### config.mk
export PLATFORM = sky130hd
export DESIGN_NAME = cpwm_pair
export DESIGN_NICKNAME = d
export VERILOG_FILES = /design/src/rtl/cpwm_pkg.sv /design/src/rtl/cpwm_bank.sv /design/src/rtl/cpwm_timebase.sv /design/src/rtl/cpwm_deadband.sv /design/src/rtl/cpwm_pair.sv
export SDC_FILE = /design/constraint.sdc
export NUM_CORES = 1
export LEC_CHECK = 0
export BUFFER_PORTS_ARGS = -buffer_cell sky130_fd_sc_hd__buf_4
export CORE_UTILIZATION = 65
export CTS_CLUSTER_DIAMETER = 50
export DETAILED_ROUTE_END_ITERATION = 12
export PLACE_DENSITY = 0.92
export RECOVER_POWER = 100
export SLEW_MARGIN = 20
export SYNTH_ARGS = -nofsm -noshare
export SYNTH_HDL_FRONTEND = slang
export SYNTH_SLANG_ARGS = --single-unit
### constraint.sdc
create_clock -name clk -period 7.19 [get_ports clk]
set_clock_uncertainty 0.15 [all_clocks]
set_input_delay 1.438 -clock clk [delete_from_list [all_inputs] [get_ports clk]]
set_output_delay 1.438 -clock clk [all_outputs]
set_load 0.05 [all_outputs]
### src/rtl/cpwm_pkg.sv
package cpwm_pkg;

   localparam int SEL_W = 3;

   typedef enum logic [SEL_W-1:0] {
      SEL_MOD   = 3'd0,
      SEL_DUTY  = 3'd1,
      SEL_DEAD  = 3'd2,
      SEL_ALIGN = 3'd3,
      SEL_RATIO = 3'd4,
      SEL_POL   = 3'd5
   } sel_e;

endpackage

### src/rtl/cpwm_bank.sv
module cpwm_bank
   import cpwm_pkg::*;
#(
   parameter int CNT_W   = 8,
   parameter int DT_W    = 4,
   parameter int RLD_W   = 3,
   parameter int RST_MOD = 8
) (
   input  logic             clk,
   input  logic             rst_n,
   input  logic             wr_en,
   input  logic [SEL_W-1:0] wr_sel,
   input  logic [CNT_W-1:0] wr_data,
   input  logic             reload,
   output logic [CNT_W-1:0] mod_q,
   output logic [CNT_W-1:0] duty_q,
   output logic [DT_W-1:0]  dead_q,
   output logic             align_q,
   output logic [RLD_W-1:0] ratio_q,
   output logic             pol_top,
   output logic             pol_bot
);

   typedef struct packed {
      logic [CNT_W-1:0] modv;
      logic [CNT_W-1:0] duty;
      logic [DT_W-1:0]  dead;
      logic             align;
      logic [RLD_W-1:0] ratio;
   } set_t;

   localparam set_t RST_SET = '{modv: CNT_W'(RST_MOD), duty: '0, dead: '0,
                                align: 1'b0, ratio: '0};

   set_t             shadow;
   set_t             working;
   logic [CNT_W-1:0] mod_wr;

   // a zero modulus would give no period at all; store it as one clock
   assign mod_wr = (wr_data == '0) ? CNT_W'(1) : wr_data;

   always_ff @(posedge clk or negedge rst_n) begin
      if (!rst_n) begin
         shadow  <= RST_SET;
         working <= RST_SET;
         pol_top <= 1'b1;
         pol_bot <= 1'b1;
      end else begin
         if (reload) working <= shadow;
         if (wr_en) begin
            case (sel_e'(wr_sel))
               SEL_MOD:   shadow.modv  <= mod_wr;
               SEL_DUTY:  shadow.duty  <= wr_data;
               SEL_DEAD:  shadow.dead  <= wr_data[DT_W-1:0];
               SEL_ALIGN: shadow.align <= wr_data[0];
               SEL_RATIO: shadow.ratio <= wr_data[RLD_W-1:0];
               SEL_POL: begin
                  pol_top <= wr_data[0];
                  pol_bot <= wr_data[1];
               end
               default: ;
            endcase
         end
      end
   end

   assign mod_q   = working.modv;
   assign duty_q  = working.duty;
   assign dead_q  = working.dead;
   assign align_q = working.align;
   assign ratio_q = working.ratio;

   // the working set only moves on a reload
   assert_hold_until_reload_R9 : assert property (@(posedge clk) disable iff (!rst_n)
      !reload |=> $stable(working));

   // modulus used by the time base is never zero
   assert_mod_nonzero_R7 : assert property (@(posedge clk) disable iff (!rst_n)
      working.modv != '0);

endmodule

### src/rtl/cpwm_timebase.sv
module cpwm_timebase #(
   parameter int CNT_W     = 8,
   parameter int RLD_W     = 3,
   parameter bit CENTER_EN = 1'b1
) (
   input  logic             clk,
   input  logic             rst_n,
   input  logic [CNT_W-1:0] mod,
   input  logic             align,
   input  logic [RLD_W-1:0] ratio,
   output logic [CNT_W-1:0] cnt,
   output logic             reload_now,
   output logic             reload_evt
);

   logic             dn;
   logic             is_ctr;
   logic             at_top;
   logic             end_cyc;
   logic [RLD_W-1:0] pcnt;

   if (CENTER_EN) begin : g_center
      assign is_ctr = align;
   end else begin : g_edge_only
      assign is_ctr = 1'b0;
   end

   assign at_top     = (cnt == mod - 1'b1);
   assign end_cyc    = is_ctr ? (dn && cnt == '0) : at_top;
   assign reload_now = end_cyc && (pcnt == ratio);

   always_ff @(posedge clk or negedge rst_n) begin
      if (!rst_n) begin
         cnt        <= '0;
         dn         <= 1'b0;
         pcnt       <= '0;
         reload_evt <= 1'b0;
      end else begin
         reload_evt <= reload_now;
         if (end_cyc) begin
            cnt  <= '0;
            dn   <= 1'b0;
            pcnt <= reload_now ? '0 : pcnt + 1'b1;
         end else if (!is_ctr) begin
            cnt <= cnt + 1'b1;
         end else if (!dn) begin
            if (at_top) dn  <= 1'b1;
            else        cnt <= cnt + 1'b1;
         end else begin
            cnt <= cnt - 1'b1;
         end
      end
   end

   // the counter stays inside the modulus in both alignments
   assert_cnt_below_mod_R2 : assert property (@(posedge clk) disable iff (!rst_n)
      cnt < mod);

   // at the top of an up-count the value is held one clock and the direction flips
   assert_turn_hold_R3 : assert property (@(posedge clk) disable iff (!rst_n)
      (is_ctr && !dn && at_top) |=> (dn && $stable(cnt)));

   // the strobe marks the counter minimum at the start of a period
   assert_evt_at_min_R8 : assert property (@(posedge clk) disable iff (!rst_n)
      reload_evt |-> (cnt == '0 && !dn));

   // the period divider never passes the programmed ratio
   assert_ratio_bound_R8 : assert property (@(posedge clk) disable iff (!rst_n)
      pcnt <= ratio);

endmodule

### src/rtl/cpwm_deadband.sv
module cpwm_deadband #(
   parameter int DT_W = 4
) (
   input  logic            clk,
   input  logic            rst_n,
   input  logic            req,
   input  logic [DT_W-1:0] dead,
   output logic            act
);

   logic [DT_W-1:0] run;

   always_ff @(posedge clk or negedge rst_n) begin
      if (!rst_n) begin
         run <= '0;
         act <= 1'b0;
      end else begin
         if (!req)            run <= '0;
         else if (run != '1) run <= run + 1'b1;
         act <= req && (run >= dead);
      end
   end

   // with a nonzero deadtime a fresh request never shows on the next clock
   assert_lead_delay_R5 : assert property (@(posedge clk) disable iff (!rst_n)
      (dead != '0 && $rose(req)) |=> !act);

endmodule

### src/rtl/cpwm_pair.sv
module cpwm_pair
   import cpwm_pkg::*;
#(
   parameter int CNT_W     = 8,
   parameter int DT_W      = 4,
   parameter int RLD_W     = 3,
   parameter int RST_MOD   = 8,
   parameter bit CENTER_EN = 1'b1
) (
   input  logic             clk,
   input  logic             rst_n,
   input  logic             wr_en,
   input  logic [2:0]       wr_sel,
   input  logic [CNT_W-1:0] wr_data,
   output logic             top_out,
   output logic             bot_out,
   output logic             reload_evt
);

   localparam int N_OUT = 2;

   if (CNT_W < 2) begin : g_bad_cnt
      $error("cpwm_pair: CNT_W must be at least 2");
   end
   if (DT_W < 1 || DT_W > CNT_W) begin : g_bad_dt
      $error("cpwm_pair: DT_W must be 1..CNT_W");
   end
   if (RLD_W < 1 || RLD_W > CNT_W) begin : g_bad_rld
      $error("cpwm_pair: RLD_W must be 1..CNT_W");
   end
   if (RST_MOD < 1 || RST_MOD >= (1 << CNT_W)) begin : g_bad_rst
      $error("cpwm_pair: RST_MOD out of range");
   end

   logic [CNT_W-1:0] mod_q;
   logic [CNT_W-1:0] duty_q;
   logic [DT_W-1:0]  dead_q;
   logic             align_q;
   logic [RLD_W-1:0] ratio_q;
   logic             pol_top;
   logic             pol_bot;
   logic [CNT_W-1:0] cnt;
   logic             reload_now;
   logic             raw;
   logic [N_OUT-1:0] req;
   logic [N_OUT-1:0] act;
   logic [N_OUT-1:0] pol;
   logic [N_OUT-1:0] pin;

   cpwm_bank #(
      .CNT_W(CNT_W), .DT_W(DT_W), .RLD_W(RLD_W), .RST_MOD(RST_MOD)
   ) u_bank (
      .clk(clk), .rst_n(rst_n), .wr_en(wr_en), .wr_sel(wr_sel),
      .wr_data(wr_data), .reload(reload_now),
      .mod_q(mod_q), .duty_q(duty_q), .dead_q(dead_q), .align_q(align_q),
      .ratio_q(ratio_q), .pol_top(pol_top), .pol_bot(pol_bot)
   );

   cpwm_timebase #(
      .CNT_W(CNT_W), .RLD_W(RLD_W), .CENTER_EN(CENTER_EN)
   ) u_tb (
      .clk(clk), .rst_n(rst_n), .mod(mod_q), .align(align_q), .ratio(ratio_q),
      .cnt(cnt), .reload_now(reload_now), .reload_evt(reload_evt)
   );

   assign raw = (cnt < duty_q);
   assign req = {~raw, raw};
   assign pol = {pol_bot, pol_top};

   for (genvar i = 0; i < N_OUT; i++) begin : g_out
      cpwm_deadband #(.DT_W(DT_W)) u_db (
         .clk(clk), .rst_n(rst_n), .req(req[i]), .dead(dead_q), .act(act[i])
      );
      assign pin[i] = pol[i] ? act[i] : ~act[i];
   end

   assign top_out = pin[0];
   assign bot_out = pin[1];

   // the two switches are never on together
   assert_no_overlap_R5 : assert property (@(posedge clk) disable iff (!rst_n)
      !(act[0] && act[1]));

endmodule

# Yosys cells after proc, flatten, opt, wreduce, memory -nomap -nowiden
# Cells that the tools add are included.
dict set report totals {
  register_bits 73
  inputBits 14
  out_inout_bits 3
  word_cells 75
}
dict set report op_classes {
  n_addsub 6
  order_cmp 3
  n_eq_ne 11
  mux 17
  n_bitwise 3
  n_reduce_logical 15
}
# cell n
set op_table {}
lappend op_table {{$mux W8} 5}
lappend op_table {{$logic_not A8 Y1} 2}
lappend op_table {{$mux W4} 4}
lappend op_table {{$sub A8 B1 Y8 const B} 2}
lappend op_table {{$reduce_and A2 Y1} 6}
lappend op_table {{$add A4 B1 Y4 const B} 2}
lappend op_table {{$add A8 B1 Y8 const B} 1}
lappend op_table {{$eq A8 B8 Y1} 1}
lappend op_table {{$ge A4 B4 Y1} 2}
lappend op_table {{$lt A8 B8 Y1} 1}
lappend op_table {{$ne A4 B4 Y1 const B} 2}
lappend op_table {{$mux W1} 7}
lappend op_table {{$eq A3 B2 Y1 const B} 2}
lappend op_table {{$eq A3 B3 Y1 const B} 2}
lappend op_table {{$logic_and A1 B1 Y1} 4}
lappend op_table {{$ne A4 B3 Y1 const B} 1}
lappend op_table {{$reduce_bool A2 Y1} 2}
lappend op_table {{$add A3 B1 Y3 const B} 1}
lappend op_table {{$eq A3 B1 Y1 const B} 1}
lappend op_table {{$eq A3 B3 Y1} 1}
lappend op_table {{$logic_not A3 Y1} 1}
lappend op_table {{$mux W3} 1}
lappend op_table {{$not A1 Y1} 3}
lappend op_table {{$ne A2 B2 Y1 const B} 1}

# Logic depth before layout (Yosys ltp)
dict set report logic_depth {
  ltp_word 6
  ltp_mapped 9
  mapped_depth_nobuf 8
}

# Hierarchy
# A second synthesis with hierarchy kept.
dict set report hier_totals {
  cells_unflattened 330
  area_unflattened_um2 3920.0
}
# mod n_inst cells_each area_each_um2 seq_area_each_um2
set modules_own_cells {}
lappend modules_own_cells {cpwm_bank 1 114 1936.9 1256.2}
lappend modules_own_cells {cpwm_timebase 1 127 1163.6 325.3}
lappend modules_own_cells {cpwm_deadband 2 31 306.5 125.1}
lappend modules_own_cells {cpwm_pair 1 27 206.4 0.0}

# Worst setup path after synthesis
# OpenSTA, ideal clock, no wires.
dict set report synth_path {
  path_type {register to register}
  startpoint {register u_bank.working, in the netlist u_bank.mod_q[4]}
  endpoint {register u_bank.dead_q[1] (netlist name)}
  setup_time_ns 0.125
  t_arrival_ns 2.510
  t_required_ns 6.915
  path_slack_ns 4.405
  path_stages_with_launch 8
  path_buffers 1
  period_less_slack_ns 2.785
  path_cell_list {dfrtp_1 > or3_1 > or3_1 > a2111oi_2 > nand4b_2 > a21oi_4 > buf_6 > mux2_2}
}
dict set report synth_via {
  elab_chain_len 4
}
# element line_no
set synth_rtl {}
lappend synth_rtl {{start, declared} cpwm_bank.sv:36} ;# set_t working;
lappend synth_rtl {{start signal, assigned} cpwm_bank.sv:49} ;# if (reload) working <= shadow;
lappend synth_rtl {{$sub A8 B1 Y8} cpwm_timebase.sv:28} ;# assign at_top = (cnt == mod - 1'b1);
lappend synth_rtl {{$eq A8 B8 Y1} cpwm_timebase.sv:28}
lappend synth_rtl {{$mux W1} cpwm_timebase.sv:29} ;# assign end_cyc = is_ctr ? (dn && cnt == '0) : at_top;
lappend synth_rtl {{$logic_and A1 B1 Y1} cpwm_timebase.sv:30} ;# assign reload_now = end_cyc && (pcnt == ratio);
# No other way between the ends.
# A chain may end at the register's enable or synchronous reset.

# Final worst setup path
dict set report layout_path {
  startpoint {register u_bank.working, in the netlist u_bank.mod_q[0]}
  endpoint {register u_bank.working, in the netlist u_bank.duty_q[6]}
}
dict set report layout_via {
  elab_chain_len 4
}
# element line_no
set layout_rtl {}
lappend layout_rtl {{$sub A8 B1 Y8} cpwm_timebase.sv:28}
lappend layout_rtl {{$eq A8 B8 Y1} cpwm_timebase.sv:28}
lappend layout_rtl {{$mux W1} cpwm_timebase.sv:29}
lappend layout_rtl {{$logic_and A1 B1 Y1} cpwm_timebase.sv:30}
# No other way between the ends.

==> results.yml <==
status:
  outcome: "finished, violations left"
  violations: "capacitance limit, slew limit"
synthesis:
  synth_nets: 358
  synth.top_cell.area_share_pct: 45.5
  yosys_warnings: 0
  synth_area_leader_cell: "dfrtp_1"
  synth.cell_area_um2: 3800
  ys_seq_area_share_pct: 48.2
  syn_inst: 323
  post_synth.cell_area_avg_um2: 11.8
  synth_area_leaders: "dfrtp_1 (45%), mux2_2 (14%), ha_1 (6.9%), xnor2_1 (3.2%), dfstp_2 (2.8%)"
  synth_cell_types: 48
  synth-edff-count: 0
  synthArstFlopShare_pct: 100
  ys.flop_type: "dfrtp_1"
  synth-seq-cells: 73
drt:
  drc: 0
  finalWirelength_um: 8140
  ant_nets: 0
  vias: 2680
  drt-initial-drc-count: 199
  via_per_inst: 6.38
  wire_per_inst_um: 19.4
  drtPass1Iterations: 5
power_and_ir_drop:
  p_per_area_nw_per_um2: 206
  p_seq_share_pct: 55.5
  p_leak_uw: 0.00180
  peakVddDrop_mv: 0.179
  p_sw_uw: 227
  p_int_uw: 615
  p_clk_share_pct: 36.4
  p_comb_share_pct: 8.1
  switching_share_pct: 26.9
finish:
  drive_gt1_share_pct: 23.3
  final_cell_mix: "dfrtp_1 (69), mux2_2 (44), ha_1 (21)"
  regArea_um2: 1830
  diodes: 0
  multi_input_area_um2: 1800
  syn_to_final_growth_pct: 7.84
  postLayoutCellArea_um2: 4100
  fill_cells: 334
  layout_commonest_cell: "dfrtp_1"
  fin_nets: 378
  stdcell_count: 420
timing:
  timing.final.ws_setup_ns: 2.45
  timing.final.crit_share_pct: 65.9
  finalHoldViolCount: 0
  setup_violations: 0
  worst_slew_pin_slew_ns: 2.44
  slew_violations: 53
  rsz0062_at_grt: "false"
  slew_headroom_pct: -62.7
  finalCriticalPeriod_ns: 4.74
  fmax_mhz: 211
  tns_ns: 0
  whs_ns: 0.351
clocking:
  cts_buffers: 9
  cts_hold_buf: 0
  ctsResizeCount: 0
  h-tree-depth: 3
  clock_latency_ns: 0.36
  clk_path_buf_depth: 2
  clk_pin_slew_ns: 0.08
  cts_sinks: 73
  post_cts_buffers: 0
  cts_tree: "built"
  cts_root_buf: "clkbuf_8"
hold_path:
  min_path_type: "reg2reg"
  hold_path.startpoint: "u_bank.duty_q[2]"
floorplanning:
  die_w_um: 78.4
  pin_count: 17
  die_height_um: 78.4
  core_um2: 5570
  start_util_pct: 68.1
  die_area_um2: 6150
  rows: 27
placement:
  port_buffers: 16
  place_area_um2: 3970
  dpl_worst_slack_ns: 3.93
  dp_hpwl_um: 5430
  post-place-cells: 404
  gp_congestion: 0.863
setup_path:
  max_stage_delay_ns: 1.87
  end_kind: "flip-flop"
  path_cells: "inv_1 > ha_1 > nand2b_1 > or3_1 > a2111oi_0 > nand4b_2 > a21oi_1 > mux2_2"
  worstSetupPathType: "reg2reg"
  critPathSlowestCell: "a21oi_1"
  start_kind: "flip-flop"
  required_ns: 7.29
  path_max_fanout: 25
  cp.arrival_ns: 4.83
  crit_path_start: "u_bank.mod_q[0]"
  rr_startpoint: "u_bank.mod_q[0]"
global_routing:
  overflow: 0
  antenna_found_initial: 0
  grt_pass1_vias: 2731
  track_usage_pct: 30.8
  grt_pass1_wl_um: 14000
  grt_max_degree: 74
run:
  cap_violations: 3
-- through the flow --
stage	utilization, %	total power (uW)
final	73.5	842
after global routing	73.5	870
after CTS	74.5	846
after detailed placement	71.2	543
after global placement	71.2	536
after floorplan	-	506
-- worst paths after layout --
check	to	slack, ns	depth (start not counted)
max	u_bank.duty_q[6]	2.45	8
min	u_bank.duty_q[2]	0.35	1
max reg2reg	u_bank.duty_q[6]	2.45	8
min reg2reg	u_bank.duty_q[2]	0.35	1
max in group asynchronous	u_bank.shadow[3]	5.27	1
min in group asynchronous	u_bank.shadow[6]	1.05	1
-- per-layer routing --
layer / up-vias / global-route usage [%] / routed length, um
li1: 1207 / - / -
met5: - / 0 / 0
met2: 87 / 48.9 / 4060
met3: 17 / 6.86 / 392
met4: 0 / 15.2 / 194
met1: 1369 / 40.0 / 3490
-- kinds of logic (layout without fill, tap and decap cells) --
family	after synthesis	in the layout	share of synthesized area (%)
AO/OA/AOI/OAI	52	52	8.80
XOR/XNOR	18	18	4.15
adder cells (fa/ha/maj)	21	21	6.92
buffers and inverters	28	53	3.26
flip-flops	73	73	48.2
multiplexers	57	57	16.7
AND/OR/NAND/NOR	74	74	12.0
-- sequential cells by signal (all words and copies together) (netlist names) --
name,count
g_out.u_db.act,2
g_out.u_db.run,8
u_bank.align_q,1
u_bank.dead_q,4
u_bank.duty_q,8
u_bank.mod_q,8
u_bank.pol_bot,1
u_bank.pol_top,1
u_bank.ratio_q,3
u_bank.shadow,24
u_tb.cnt,8
u_tb.dn,1
u_tb.pcnt,3
u_tb.reload_evt,1
-- synth_stat cells, types with 3 or more instances --
cell type	n
nor3b_1	3
mux2_2	48
a31oi_1	3
nand2_1	8
dfrtp_1	69
or3_1	8
inv_1	20
nand2b_1	7
xnor2_1	14
a21o_1	6
buf_2	3
nor4_1	3
nand3_1	6
nor2_1	9
a21oi_1	18
clkbuf_1	3
dfstp_2	4
o21ai_0	13
nor3_1	12
ha_1	21
mux2i_1	7
or2_2	3
xor2_1	4
-- power groups by stage --
| stage | clock network (uW) | logic [uW] | registers, uW |
|---|---|---|---|
| floorplan | 0 | 43.3 | 463 |
| CTS | 307 | 71.7 | 467 |
| finish | 306 | 68.0 | 467 |
| detailed placement | 0 | 70.1 | 473 |
| global placement | 0 | 65.8 | 470 |
| global route | 326 | 73.3 | 470 |
-- worst max-delay path, delay by kind of cell, from the launching register on --
kind                       cells  cell delay (ns)
AOI/OAI and AO/OA              2             2.62
adders and majority gates      1             0.20
buffers and inverters          1             0.07
DFF                            1             0.42
muxes                          1             0.47
and+or+nand+nor                3             0.66
-- final cells by class --
class	instances	area share, %
tap	72	2.20
clock inverter	6	1.19
inverter	20	1.83
clock buffer	10	3.36
timing repair buffer	17	2.66
multi-input combinational	222	44.0
sequential	73	44.7
Note: power is estimated with default switching activity, not from simulation.
